==> src/rtl/vipt_pkg.sv <==
package vipt_pkg;

   // controller phase: idle and accepting, or waiting out a line fill
   typedef enum logic [0:0] {
      ST_IDLE = 1'b0,
      ST_FILL = 1'b1
   } ctl_state_t;

   // number of ways is fixed by the one-bit replacement state
   localparam int NWAYS = 2;

endpackage

==> src/rtl/vipt_addr_map.sv <==
module vipt_addr_map #(
   parameter  int PA_W  = 12,
   parameter  int OFF_W = 3,
   parameter  int IDX_W = 2,
   parameter  int PG_W  = 4,
   localparam int VA_W  = (PG_W > OFF_W + IDX_W) ? PG_W : OFF_W + IDX_W,
   localparam int PPN_W = PA_W - PG_W,
   localparam int TAG_W = PA_W - OFF_W - IDX_W
)(
   input  logic [VA_W-1:0]  vaddr,
   input  logic [PPN_W-1:0] ppn,
   output logic [IDX_W-1:0] set_idx,
   output logic [TAG_W-1:0] tag,
   output logic [PA_W-1:0]  paddr
);

   // translated address: page number above the untranslated offset
   assign paddr = {ppn, vaddr[PG_W-1:0]};

   // set chosen from virtual bits, possibly reaching above the page offset
   assign set_idx = vaddr[OFF_W+IDX_W-1:OFF_W];

   // tag is the physical bits strictly above the index position
   assign tag = paddr[PA_W-1:OFF_W+IDX_W];

endmodule

==> src/rtl/vipt_tag_store.sv <==
module vipt_tag_store #(
   parameter  int NUM_SETS = 4,
   parameter  int TAG_W    = 7,
   parameter  int NWAYS    = 2,
   localparam int IDX_W    = $clog2(NUM_SETS),
   localparam int WAY_W    = (NWAYS > 1) ? $clog2(NWAYS) : 1
)(
   input  logic             clk,
   input  logic             rst,
   input  logic [IDX_W-1:0] lk_idx,
   input  logic [TAG_W-1:0] lk_tag,
   output logic [NWAYS-1:0] hit_vec,
   output logic [NWAYS-1:0] vld_vec,
   input  logic             wr_en,
   input  logic [IDX_W-1:0] wr_idx,
   input  logic [WAY_W-1:0] wr_way,
   input  logic [TAG_W-1:0] wr_tag
);

   for (genvar w = 0; w < NWAYS; w++) begin : g_way
      logic [NUM_SETS-1:0] vld_q;
      logic [TAG_W-1:0]    tag_q [NUM_SETS];
      logic                sel;

      assign sel = wr_en && (wr_way == WAY_W'(w));

      always_ff @(posedge clk) begin
         if (rst) begin
            vld_q <= '0;
         end else if (sel) begin
            vld_q[wr_idx] <= 1'b1;
         end
      end

      always_ff @(posedge clk) begin
         if (sel) begin
            tag_q[wr_idx] <= wr_tag;
         end
      end

      assign vld_vec[w] = vld_q[lk_idx];
      assign hit_vec[w] = vld_q[lk_idx] && (tag_q[lk_idx] == lk_tag);
   end


   hit_onehot_chk: assert property (@(posedge clk) disable iff (rst)
      $onehot0(hit_vec));

endmodule

==> src/rtl/vipt_lru_store.sv <==
module vipt_lru_store #(
   parameter  int NUM_SETS = 4,
   localparam int IDX_W    = $clog2(NUM_SETS)
)(
   input  logic             clk,
   input  logic             rst,
   input  logic [IDX_W-1:0] rd_idx,
   input  logic [1:0]       vld_vec,
   output logic             victim,
   input  logic             upd_en,
   input  logic [IDX_W-1:0] upd_idx,
   input  logic             upd_way
);

   logic [NUM_SETS-1:0] lru_q;

   // an empty way wins, lower way first; otherwise the stale way
   always_comb begin
      if (!vld_vec[0]) begin
         victim = 1'b0;
      end else if (!vld_vec[1]) begin
         victim = 1'b1;
      end else begin
         victim = lru_q[rd_idx];
      end
   end

   always_ff @(posedge clk) begin
      if (rst) begin
         lru_q <= '0;
      end else if (upd_en) begin
         lru_q[upd_idx] <= ~upd_way;
      end
   end


   victim_free_chk: assert property (@(posedge clk) disable iff (rst)
      (vld_vec != 2'b11) |-> !vld_vec[victim]);

endmodule

==> src/rtl/vipt_tag_ctrl.sv <==
module vipt_tag_ctrl
   import vipt_pkg::*;
#(
   parameter  int PA_W       = 12,
   parameter  int LINE_BYTES = 8,
   parameter  int NUM_SETS   = 4,
   parameter  int PAGE_BYTES = 16,
   parameter  int MISS_LAT   = 16,
   localparam int OFF_W      = $clog2(LINE_BYTES),
   localparam int IDX_W      = $clog2(NUM_SETS),
   localparam int PG_W       = $clog2(PAGE_BYTES),
   localparam int VA_W       = (PG_W > OFF_W + IDX_W) ? PG_W : OFF_W + IDX_W,
   localparam int PPN_W      = PA_W - PG_W,
   localparam int TAG_W      = PA_W - OFF_W - IDX_W,
   localparam int CNT_W      = $clog2(MISS_LAT)
)(
   input  logic             clk,
   input  logic             rst,
   input  logic             req_valid,
   input  logic [VA_W-1:0]  req_vaddr,
   input  logic [PPN_W-1:0] req_ppn,
   output logic             req_ready,
   output logic             resp_valid,
   output logic             resp_hit,
   output logic             resp_way,
   output logic             fill_req,
   output logic [PA_W-1:0]  fill_paddr
);

   // ---------------- elaboration-time parameter checks ----------------
   if (LINE_BYTES < 2 || (1 << OFF_W) != LINE_BYTES) begin : g_bad_line
      $error("LINE_BYTES must be a power of two of at least 2");
   end
   if (NUM_SETS < 2 || (1 << IDX_W) != NUM_SETS) begin : g_bad_sets
      $error("NUM_SETS must be a power of two of at least 2");
   end
   if ((1 << PG_W) != PAGE_BYTES || PG_W <= OFF_W) begin : g_bad_page
      $error("PAGE_BYTES must be a power of two larger than a line");
   end
   if (PA_W <= OFF_W + IDX_W || PA_W <= PG_W) begin : g_bad_pa
      $error("PA_W must leave tag and page number bits");
   end
   if (MISS_LAT < 2) begin : g_bad_lat
      $error("MISS_LAT must be at least 2");
   end

   // ---------------- address split ----------------
   logic [IDX_W-1:0] lk_idx;
   logic [TAG_W-1:0] lk_tag;
   logic [PA_W-1:0]  lk_paddr;

   vipt_addr_map #(
      .PA_W  (PA_W),
      .OFF_W (OFF_W),
      .IDX_W (IDX_W),
      .PG_W  (PG_W)
   ) u_map (
      .vaddr   (req_vaddr),
      .ppn     (req_ppn),
      .set_idx (lk_idx),
      .tag     (lk_tag),
      .paddr   (lk_paddr)
   );

   // ---------------- control state ----------------
   ctl_state_t       state_q;
   logic [CNT_W-1:0] cnt_q;
   logic [IDX_W-1:0] pend_idx_q;
   logic [TAG_W-1:0] pend_tag_q;
   logic             pend_way_q;
   logic             resp_valid_q;
   logic             resp_hit_q;
   logic             resp_way_q;
   logic             fill_req_q;
   logic [PA_W-1:0]  fill_paddr_q;

   logic [NWAYS-1:0] hit_vec;
   logic [NWAYS-1:0] vld_vec;
   logic             hit_any;
   logic             hit_way;
   logic             victim;
   logic             accept;
   logic             fill_last;
   logic             lru_upd_en;
   logic [IDX_W-1:0] lru_upd_idx;
   logic             lru_upd_way;

   assign accept    = req_valid && (state_q == ST_IDLE);
   assign hit_any   = |hit_vec;
   assign hit_way   = hit_vec[1];
   assign fill_last = (state_q == ST_FILL) && (cnt_q == CNT_W'(MISS_LAT - 1));

   // ---------------- tag and valid arrays ----------------
   vipt_tag_store #(
      .NUM_SETS (NUM_SETS),
      .TAG_W    (TAG_W),
      .NWAYS    (NWAYS)
   ) u_tags (
      .clk     (clk),
      .rst     (rst),
      .lk_idx  (lk_idx),
      .lk_tag  (lk_tag),
      .hit_vec (hit_vec),
      .vld_vec (vld_vec),
      .wr_en   (fill_last),
      .wr_idx  (pend_idx_q),
      .wr_way  (pend_way_q),
      .wr_tag  (pend_tag_q)
   );

   // ---------------- replacement state ----------------
   assign lru_upd_en  = (accept && hit_any) || fill_last;
   assign lru_upd_idx = fill_last ? pend_idx_q : lk_idx;
   assign lru_upd_way = fill_last ? pend_way_q : hit_way;

   vipt_lru_store #(
      .NUM_SETS (NUM_SETS)
   ) u_lru (
      .clk     (clk),
      .rst     (rst),
      .rd_idx  (lk_idx),
      .vld_vec (vld_vec),
      .victim  (victim),
      .upd_en  (lru_upd_en),
      .upd_idx (lru_upd_idx),
      .upd_way (lru_upd_way)
   );

   // ---------------- sequencing ----------------
   always_ff @(posedge clk) begin
      if (rst) begin
         state_q      <= ST_IDLE;
         cnt_q        <= '0;
         pend_idx_q   <= '0;
         pend_tag_q   <= '0;
         pend_way_q   <= 1'b0;
         resp_valid_q <= 1'b0;
         resp_hit_q   <= 1'b0;
         resp_way_q   <= 1'b0;
         fill_req_q   <= 1'b0;
         fill_paddr_q <= '0;
      end else begin
         resp_valid_q <= 1'b0;
         fill_req_q   <= 1'b0;
         case (state_q)
            ST_IDLE: begin
               if (req_valid) begin
                  if (hit_any) begin
                     resp_valid_q <= 1'b1;
                     resp_hit_q   <= 1'b1;
                     resp_way_q   <= hit_way;
                  end else begin
                     state_q      <= ST_FILL;
                     cnt_q        <= CNT_W'(1);
                     fill_req_q   <= 1'b1;
                     fill_paddr_q <= lk_paddr;
                     pend_idx_q   <= lk_idx;
                     pend_tag_q   <= lk_tag;
                     pend_way_q   <= victim;
                  end
               end
            end
            ST_FILL: begin
               if (fill_last) begin
                  state_q      <= ST_IDLE;
                  cnt_q        <= '0;
                  resp_valid_q <= 1'b1;
                  resp_hit_q   <= 1'b0;
                  resp_way_q   <= pend_way_q;
               end else begin
                  cnt_q <= cnt_q + CNT_W'(1);
               end
            end
            default: state_q <= ST_IDLE;
         endcase
      end
   end

   assign req_ready  = (state_q == ST_IDLE);
   assign resp_valid = resp_valid_q;
   assign resp_hit   = resp_hit_q;
   assign resp_way   = resp_way_q;
   assign fill_req   = fill_req_q;
   assign fill_paddr = fill_paddr_q;

   // ---------------- properties ----------------

   hit_resp_chk: assert property (@(posedge clk) disable iff (rst)
      (resp_valid_q && resp_hit_q) |-> $past(req_valid && req_ready));


   miss_resp_chk: assert property (@(posedge clk) disable iff (rst)
      (resp_valid_q && !resp_hit_q) |-> $past(!req_ready));


   fill_pulse_chk: assert property (@(posedge clk) disable iff (rst)
      fill_req_q |=> !fill_req_q);


   fill_busy_chk: assert property (@(posedge clk) disable iff (rst)
      fill_req_q |-> !req_ready);

endmodule

==> config.mk <==
export PLATFORM = sky130hd
export DESIGN_NAME = vipt_tag_ctrl
export DESIGN_NICKNAME = d
export VERILOG_FILES = /design/src/rtl/vipt_pkg.sv /design/src/rtl/vipt_addr_map.sv /design/src/rtl/vipt_tag_store.sv /design/src/rtl/vipt_lru_store.sv /design/src/rtl/vipt_tag_ctrl.sv
export SDC_FILE = /design/constraint.sdc
export NUM_CORES = 1
export LEC_CHECK = 0
export ABC_AREA = 1
export CAP_MARGIN = 20
export CORE_MARGIN = 5
export CORE_UTILIZATION = 30
export CTS_CLUSTER_DIAMETER = 30
export DETAILED_ROUTE_END_ITERATION = 10
export DONT_BUFFER_PORTS = 1
export GPL_TIMING_DRIVEN = 0
export PLACE_DENSITY = 0.43
export SLEW_MARGIN = 30
export SYNTH_ARGS = -nofsm -noshare
export SYNTH_HDL_FRONTEND = slang
export SYNTH_SLANG_ARGS = --single-unit
==> constraint.sdc <==
create_clock -name clk -period 3.3 [get_ports clk]
set_clock_uncertainty 0.2 [all_clocks]
set_input_delay 0 -clock clk [delete_from_list [all_inputs] [get_ports clk]]
set_output_delay 0 -clock clk [all_outputs]
set_load 0.02 [all_outputs]
==> results of run 1 <==
[flip-flops by register name (all words and copies together) (netlist names), 2 cells and up]
register	count
u_tags.g_way.tag_q	56
u_tags.g_way.vld_q	8
pend_tag_q	6
fill_paddr	5
cnt_q	4
u_lru.lru_q	4
pend_idx_q	2
[how the worst max path moves through the flow]
stage | end | startpoint
global placement | u_tags.g_way[0].tag_q[3][6] | cnt_q[0]
detailed placement | u_tags.g_way[0].tag_q[1][6] | cnt_q[0]
finish | u_tags.g_way[0].tag_q[1][4] | cnt_q[0]
CTS | u_tags.g_way[0].tag_q[1][4] | cnt_q[0]
global route | fill_paddr[11] | req_vaddr[3]
floorplan | u_tags.g_way[0].tag_q[1][0] | cnt_q[0]
[routing by layer]
metal | GRT usage | vias to the layer above
li1 | - | 1491
met1 | 0.182 | 1349
met2 | 0.233 | 57
met3 | 0.0257 | 12
met4 | 0.0600 | 0
met5 | 0 | -
[critical path: cells and delay by family, from the launching register on]
family,cells,cell delay (ns)
simple gates,5,1.39
flops,1,0.36
fa+ha+maj,1,0.19
buf+inv,1,0.12
[area by class of cell]
type | count | share of cell area
Timing Repair Buffer | 23 | 0.0493
Multi-Input combinational cell | 287 | 0.279
Clock buffer | 10 | 0.0491
Sequential cell | 91 | 0.510
Tap cell | 172 | 0.0461
Clock inverter | 6 | 0.0121
Inverter | 32 | 0.0268
Buffer | 17 | 0.0276
[stage by stage]
step	setup WS (ns)	power (uW)	instance area, um^2	util
CTS	0.625	2500	4670	0.367
floorplan	1.25	1410	3930	-
detailed placement	0.640	1470	4150	0.326
global route	0.415	2580	4670	0.367
finish	0.650	2470	4670	0.367
global placement	0.477	1460	4140	0.326
[cells in the mapped netlist, drive strengths merged]
| library cell | instances | area [um^2] |
|---|---|---|
| nand2 | 137 | 529 |
| nand3 | 59 | 308 |
| edfxtp | 56 | 1680 |
| dfxtp | 35 | 701 |
| nor2 | 34 | 130 |
| inv | 32 | 125 |
| a21oi | 25 | 125 |
| o21ai | 18 | 90.1 |
| buf | 13 | 114 |
| o21a | 8 | 60.1 |
| clkbuf | 4 | 15.0 |
| ha | 1 | 12.5 |
| nand3b | 1 | 7.51 |
| nor3 | 1 | 5.00 |
| o211ai | 1 | 7.51 |
| o22ai | 1 | 6.26 |
| xor2 | 1 | 8.76 |
[kinds of logic (layout without fill, tap and decap cells)]
| logic type | count (synthesis) | after routing | synth area share |
|---|---|---|---|
| simple gates | 232 | 232 | 0.250 |
| flops | 91 | 91 | 0.607 |
| compound gates | 53 | 53 | 0.0736 |
| buf+inv | 49 | 88 | 0.0647 |
| fa+ha+maj | 1 | 1 | 0.00319 |
| xor+xnor | 1 | 1 | 0.00223 |
[cells in the final DEF (no fill, tap or decap), drive strengths merged, types with 13 or more instances in the layout]
cell	count
nand2	137
nand3	59
edfxtp	56
dfxtp	35
nor2	34
inv	32
a21oi	25
dlygate4sd3	23
o21ai	18
clkbuf	14
buf	13
[repair_timing]
item	CTS	global route
resized for setup	0	0
hold buffers	23	0
endpoints found under the hold margin	27	0
[power by group through the flow]
stage	combinational, uW	sequential [uW]	clock [uW]
after floorplan	125	1280	0
after global placement	169	1290	0
after detailed placement	170	1300	0
after CTS	197	1270	1030
after global routing	221	1270	1080
final	195	1270	1010
==> impl_results.md, run 1 <==
- Slowest Stage Delay on Critical Path: 0.70 ns
- DR vias: 2909
- IO buf count: 0
- Multi-input logic area: 1300 um^2
- Clock power frac: 0.407
- Worst setup EP type: register
- Initial antenna violation count: 0
- Highest routed layer: met4
- Crit path launch type: register
- Filler Cell Count: 1351
- Max Clk Rate: 377 MHz
- CTS sink cnt: 91
- WHS: 0.0160 ns
- Initial Util: 0.309
- CP cell instances: ha_1 -> nand2_1 -> nor2_1 -> nand2_1 -> nor2_1 -> inv_1 -> nor2_1
- Final setup violation count: 0
- CP arrival: 2.42 ns
- Worst Hold Path EP: resp_hit
- Worst reg2reg path endpoint: u_tags.g_way[0].tag_q[1][4]
- CTS tree: yes
- Crit path kind: reg -> reg
- Worst-Margin Slew: 0.928 ns
- Post-CTS Setup Bufs: 0
- Mapped Nets: 444
- Outcome: finished, final reports clean
- WL per Instance: 16.6 um
- Reg power frac: 0.514
- Worst r2r src: cnt_q[0]
- WL met3: 540 um
- Chip height: 124 um
- # rows: 41
- Die ar.: 15500 um^2
- Fin cells: 638
- Final Cycle Share: 0.803
- Fraction of layout cells with a size suffix above 1: 0.0837
- Hold Crit Start: req_ppn[1]
- Register area: 2380 um^2
- Met1 Wirelength: 4690 um
- Static Leakage: 0.00185 uW
- Switching portion of total power: 0.238
- Number of top-level pins: 33
- Routed vias/inst: 4.56
- Met2 WL: 5160 um
- Die X: 124 um
- N_diodes: 0
- Nets: 478
- HPWL after DPL: 6940 um
- Iter 0 DRT Violations: 179
- Cells after Synth: 427
- Area Overhead vs Synth: 18.9%
- Total CTS buffers: 9
- Iteration count of the initial detailed-routing pass: 4
- Fin. max-slew vios: 0
- Detail Route Antenna Nets: 0
- Global placement routability congestion: 0.777
- P_sw: 587 uW
- VDD IR-drop max: 0.187 mV
- Synth cell types: 26
- Core area: 12700 um^2
- Critical Path RT: 3.07 ns
- Cell Area, Synth: 3930 um^2
- CP max stage cell: nor2_1
- R2r setup slk: 0.65 ns
- Max_slew headroom: 0.379
- Most common cell on crit path: nor2_1
- Total track usage: 0.141
- Final Critical Period: 2.65 ns
- Post-placement cell count: 599
- Number of global-route vias before repair: 2838
- Hold/Removal Path Class: in -> reg
- Cell Pwr Density: 529 nW/um^2
- Clock-pin slew on the worst setup and hold paths: 0.06 ns
- Worst R2R Path Depth: 7
- Gate power share: 0.079
- Total global routing overflow: 0
- Total number of H-tree levels: 3
- Final Hold Fails: 0
- Remaining DRCs: 0
- Seq cells post-synth: 91
- Sequential area share after synthesis: 0.607
- Worst skew pair latency: 0.34 ns
- CTS root buf: clkbuf_16
- Yosys warns: 0
- Crit-path max FO: 10
- WHS Path Cells: 7
- First-pass GRT wire length: 16600 um
- Max cap viols: 0
- Synthesized area per cell: 9.20 um^2
- Largest net degree at the start of global routing: 15
- Int Pwr: 1880 uW
- RSZ-0062 raised after global routing: no
- Clk buf depth: 2
- Drt total wl: 10600 um
- Setup TNS: 0 ns
No activity file was read; power rests on OpenSTA's default activity.
==> run 2: changes to the inputs <==
- PLACE_DENSITY: 0.43 -> 0.44
- clock period: 3.3 -> 2.4 ns (I/O delays scaled with it)
==> impl_results.md, run 2 (same netlist as run 1, synthesis figures left out) <==
- Clk buf depth: 2
- Crit path launch type: register
- Final Critical Period: 2.24 ns
- Max reg flops: 56
- Iteration count of the initial detailed-routing pass: 4
- Worst setup EP type: register
- Gate power share: 0.081
- CTS root buf: clkbuf_16
- Fraction of layout cells with a size suffix above 1: 0.116
- HPWL after DPL: 7020 um
- Fin. max-slew vios: 0
- Max Clk Rate: 447 MHz
- P_sw: 781 uW
- WL met3: 316 um
- Chip height: 124 um
- RSZ-0062 raised after global routing: yes
- Final instance area: 4720 um^2
- Crit path kind: reg -> reg
- Nets: 477
- CTS sink cnt: 91
- Hold/Removal Path Class: in -> reg
- Static Leakage: 0.00185 uW
- Largest registers: u_tags.g_way.tag_q x56, u_tags.g_way.vld_q x8, pend_tag_q x6
- Filler Cell Count: 1356
- IO buf count: 0
- Biggest register: u_tags.g_way.tag_q
- Worst reg2reg path endpoint: u_tags.g_way[1].tag_q[0][5]
- Final Hold Fails: 0
- Initial Util: 0.309
- Clock power frac: 0.385
- Number of top-level pins: 33
- Area Overhead vs Synth: 20.1%
- Final worst slack: 0.165 ns
- R2r setup slk: 0.16 ns
- CP arrival: 2.01 ns
- Worst skew pair latency: 0.34 ns
- Number of global-route vias before repair: 2859
- Die ar.: 15500 um^2
- Detail Route Antenna Nets: 0
- Final setup violation count: 0
- Total track usage: 0.139
- Worst-Margin Slew: 0.659 ns
- Commonest non-fill, non-tap cell in the layout: nand2_1
- Placed Area: 4150 um^2
- Total global routing overflow: 0
- # rows: 41
- Int Pwr: 2490 uW
- Total CTS buffers: 9
- Clock-pin slew on the worst setup and hold paths: 0.06 ns
- Initial antenna violation count: 0
- Largest net degree at the start of global routing: 14
- Crit. Startpoint: state_q
- DR vias: 2914
- Met2 WL: 5030 um
- Crit-path max FO: 9
- Max cap viols: 0
- Met1 Wirelength: 5010 um
- CP endpoint: u_tags.g_way[1].tag_q[0][5]
- WL per Instance: 16.5 um
- Most frequent cells in the layout: nand2_1 (132), edfxtp_1 (56), nand3_1 (55)
- Max_slew headroom: 0.560
- Highest routed layer: met4
- Outcome: finished, final reports clean
- Worst R2R Path Depth: 5
- Routed vias/inst: 4.57
- Final Cycle Share: 0.931
- DP Worst Slack: -0.365 ns
- Worst r2r src: state_q
- Cell Pwr Density: 693 nW/um^2
- Die X: 124 um
- Drt total wl: 10500 um
- First-pass GRT wire length: 16400 um
- Core area: 12700 um^2
- Remaining DRCs: 0
- Iter 0 DRT Violations: 132
- VDD IR-drop max: 0.277 mV
- Global placement routability congestion: 0.783
- Switching portion of total power: 0.239
- Reg power frac: 0.534
- CTS tree: yes
- N_diodes: 0
- Critical Path RT: 2.17 ns
- Total number of H-tree levels: 3
run 2: changes by cell type in the layout (fill, tap and decap cells not counted), sizes merged:
cell,previous run,this run
clkinv,3,1
dlygate4sd3,23,15
clkinvlp,2,0
buf,13,20
clkbuf,14,19
bufinv,1,0
run 2: power by group through the flow:
stage	sequential [uW]	combinational (uW)	clock (uW)
after floorplan	1760	171	0
after CTS	1750	260	1290
after global placement	1780	232	0
final	1750	266	1260
after detailed placement	1780	234	0
after global routing	1750	299	1360
run 2: stage by stage:
| stage | utilization | cells | setup TNS [ns] | hold slack (ns) | power, uW |
|---|---|---|---|---|---|
| 6_report | 0.371 | 637 | 0 | 0.0172 | 3270 |
| 5_1_grt | 0.371 | 637 | -0.000456 | 0.0334 | 3410 |
| 2_1_floorplan | - | 427 | 0 | -0.116 | 1940 |
| 4_1_cts | 0.359 | 631 | -2.69 | 0.00632 | 3300 |
| 3_3_place_gp | 0.326 | 599 | -11.53 | -0.0913 | 2010 |
| 3_5_place_dp | 0.326 | 599 | -8.20 | -0.0867 | 2020 |
run 2: what timing repair did:
item | in CTS | in global routing
gates resized for setup | 5 | 13
endpoints found under the setup margin | 45 | 34
hold buffers | 16 | 0
pin swaps | 0 | 6
buffers inserted | 0 | 7
hold endpoints to repair | 27 | 0
run 2: cell type report:
cell class | count | area (um^2) | area share
Buffer | 17 | 129 | 0.0273
Clock buffer | 15 | 248 | 0.0525
Clock inverter | 1 | 3.75 | 0.000796
Inverter | 32 | 130 | 0.0276
Multi-Input combinational cell | 287 | 1360 | 0.287
Sequential cell | 91 | 2380 | 0.505
Tap cell | 172 | 215 | 0.0456
Timing Repair Buffer | 22 | 253 | 0.0536
run 2: worst min-delay path by stage:
stage               startpoint        to  cells after the start
floorplan                  rst  fill_req                      1
global placement           rst  fill_req                      1
detailed placement         rst  fill_req                      1
CTS                 req_ppn[1]  resp_hit                      7
global route        req_ppn[1]  resp_hit                      7
finish              req_ppn[1]  resp_hit                      7
run 2: worst max-delay path, cell delays in order, from the launching register on:
cell and delay, ns:
dfxtp_1 0.30, clkbuf_1 0.30, nand2_1 0.14, nor3_1 0.22, inv_1 0.16, nor2_2 0.54
run 2: per-layer routing:
layer,vias up,GRT usage
li1,1494,-
met1,1370,0.178
met2,39,0.231
met3,11,0.0279
met4,0,0.0516
met5,-,0
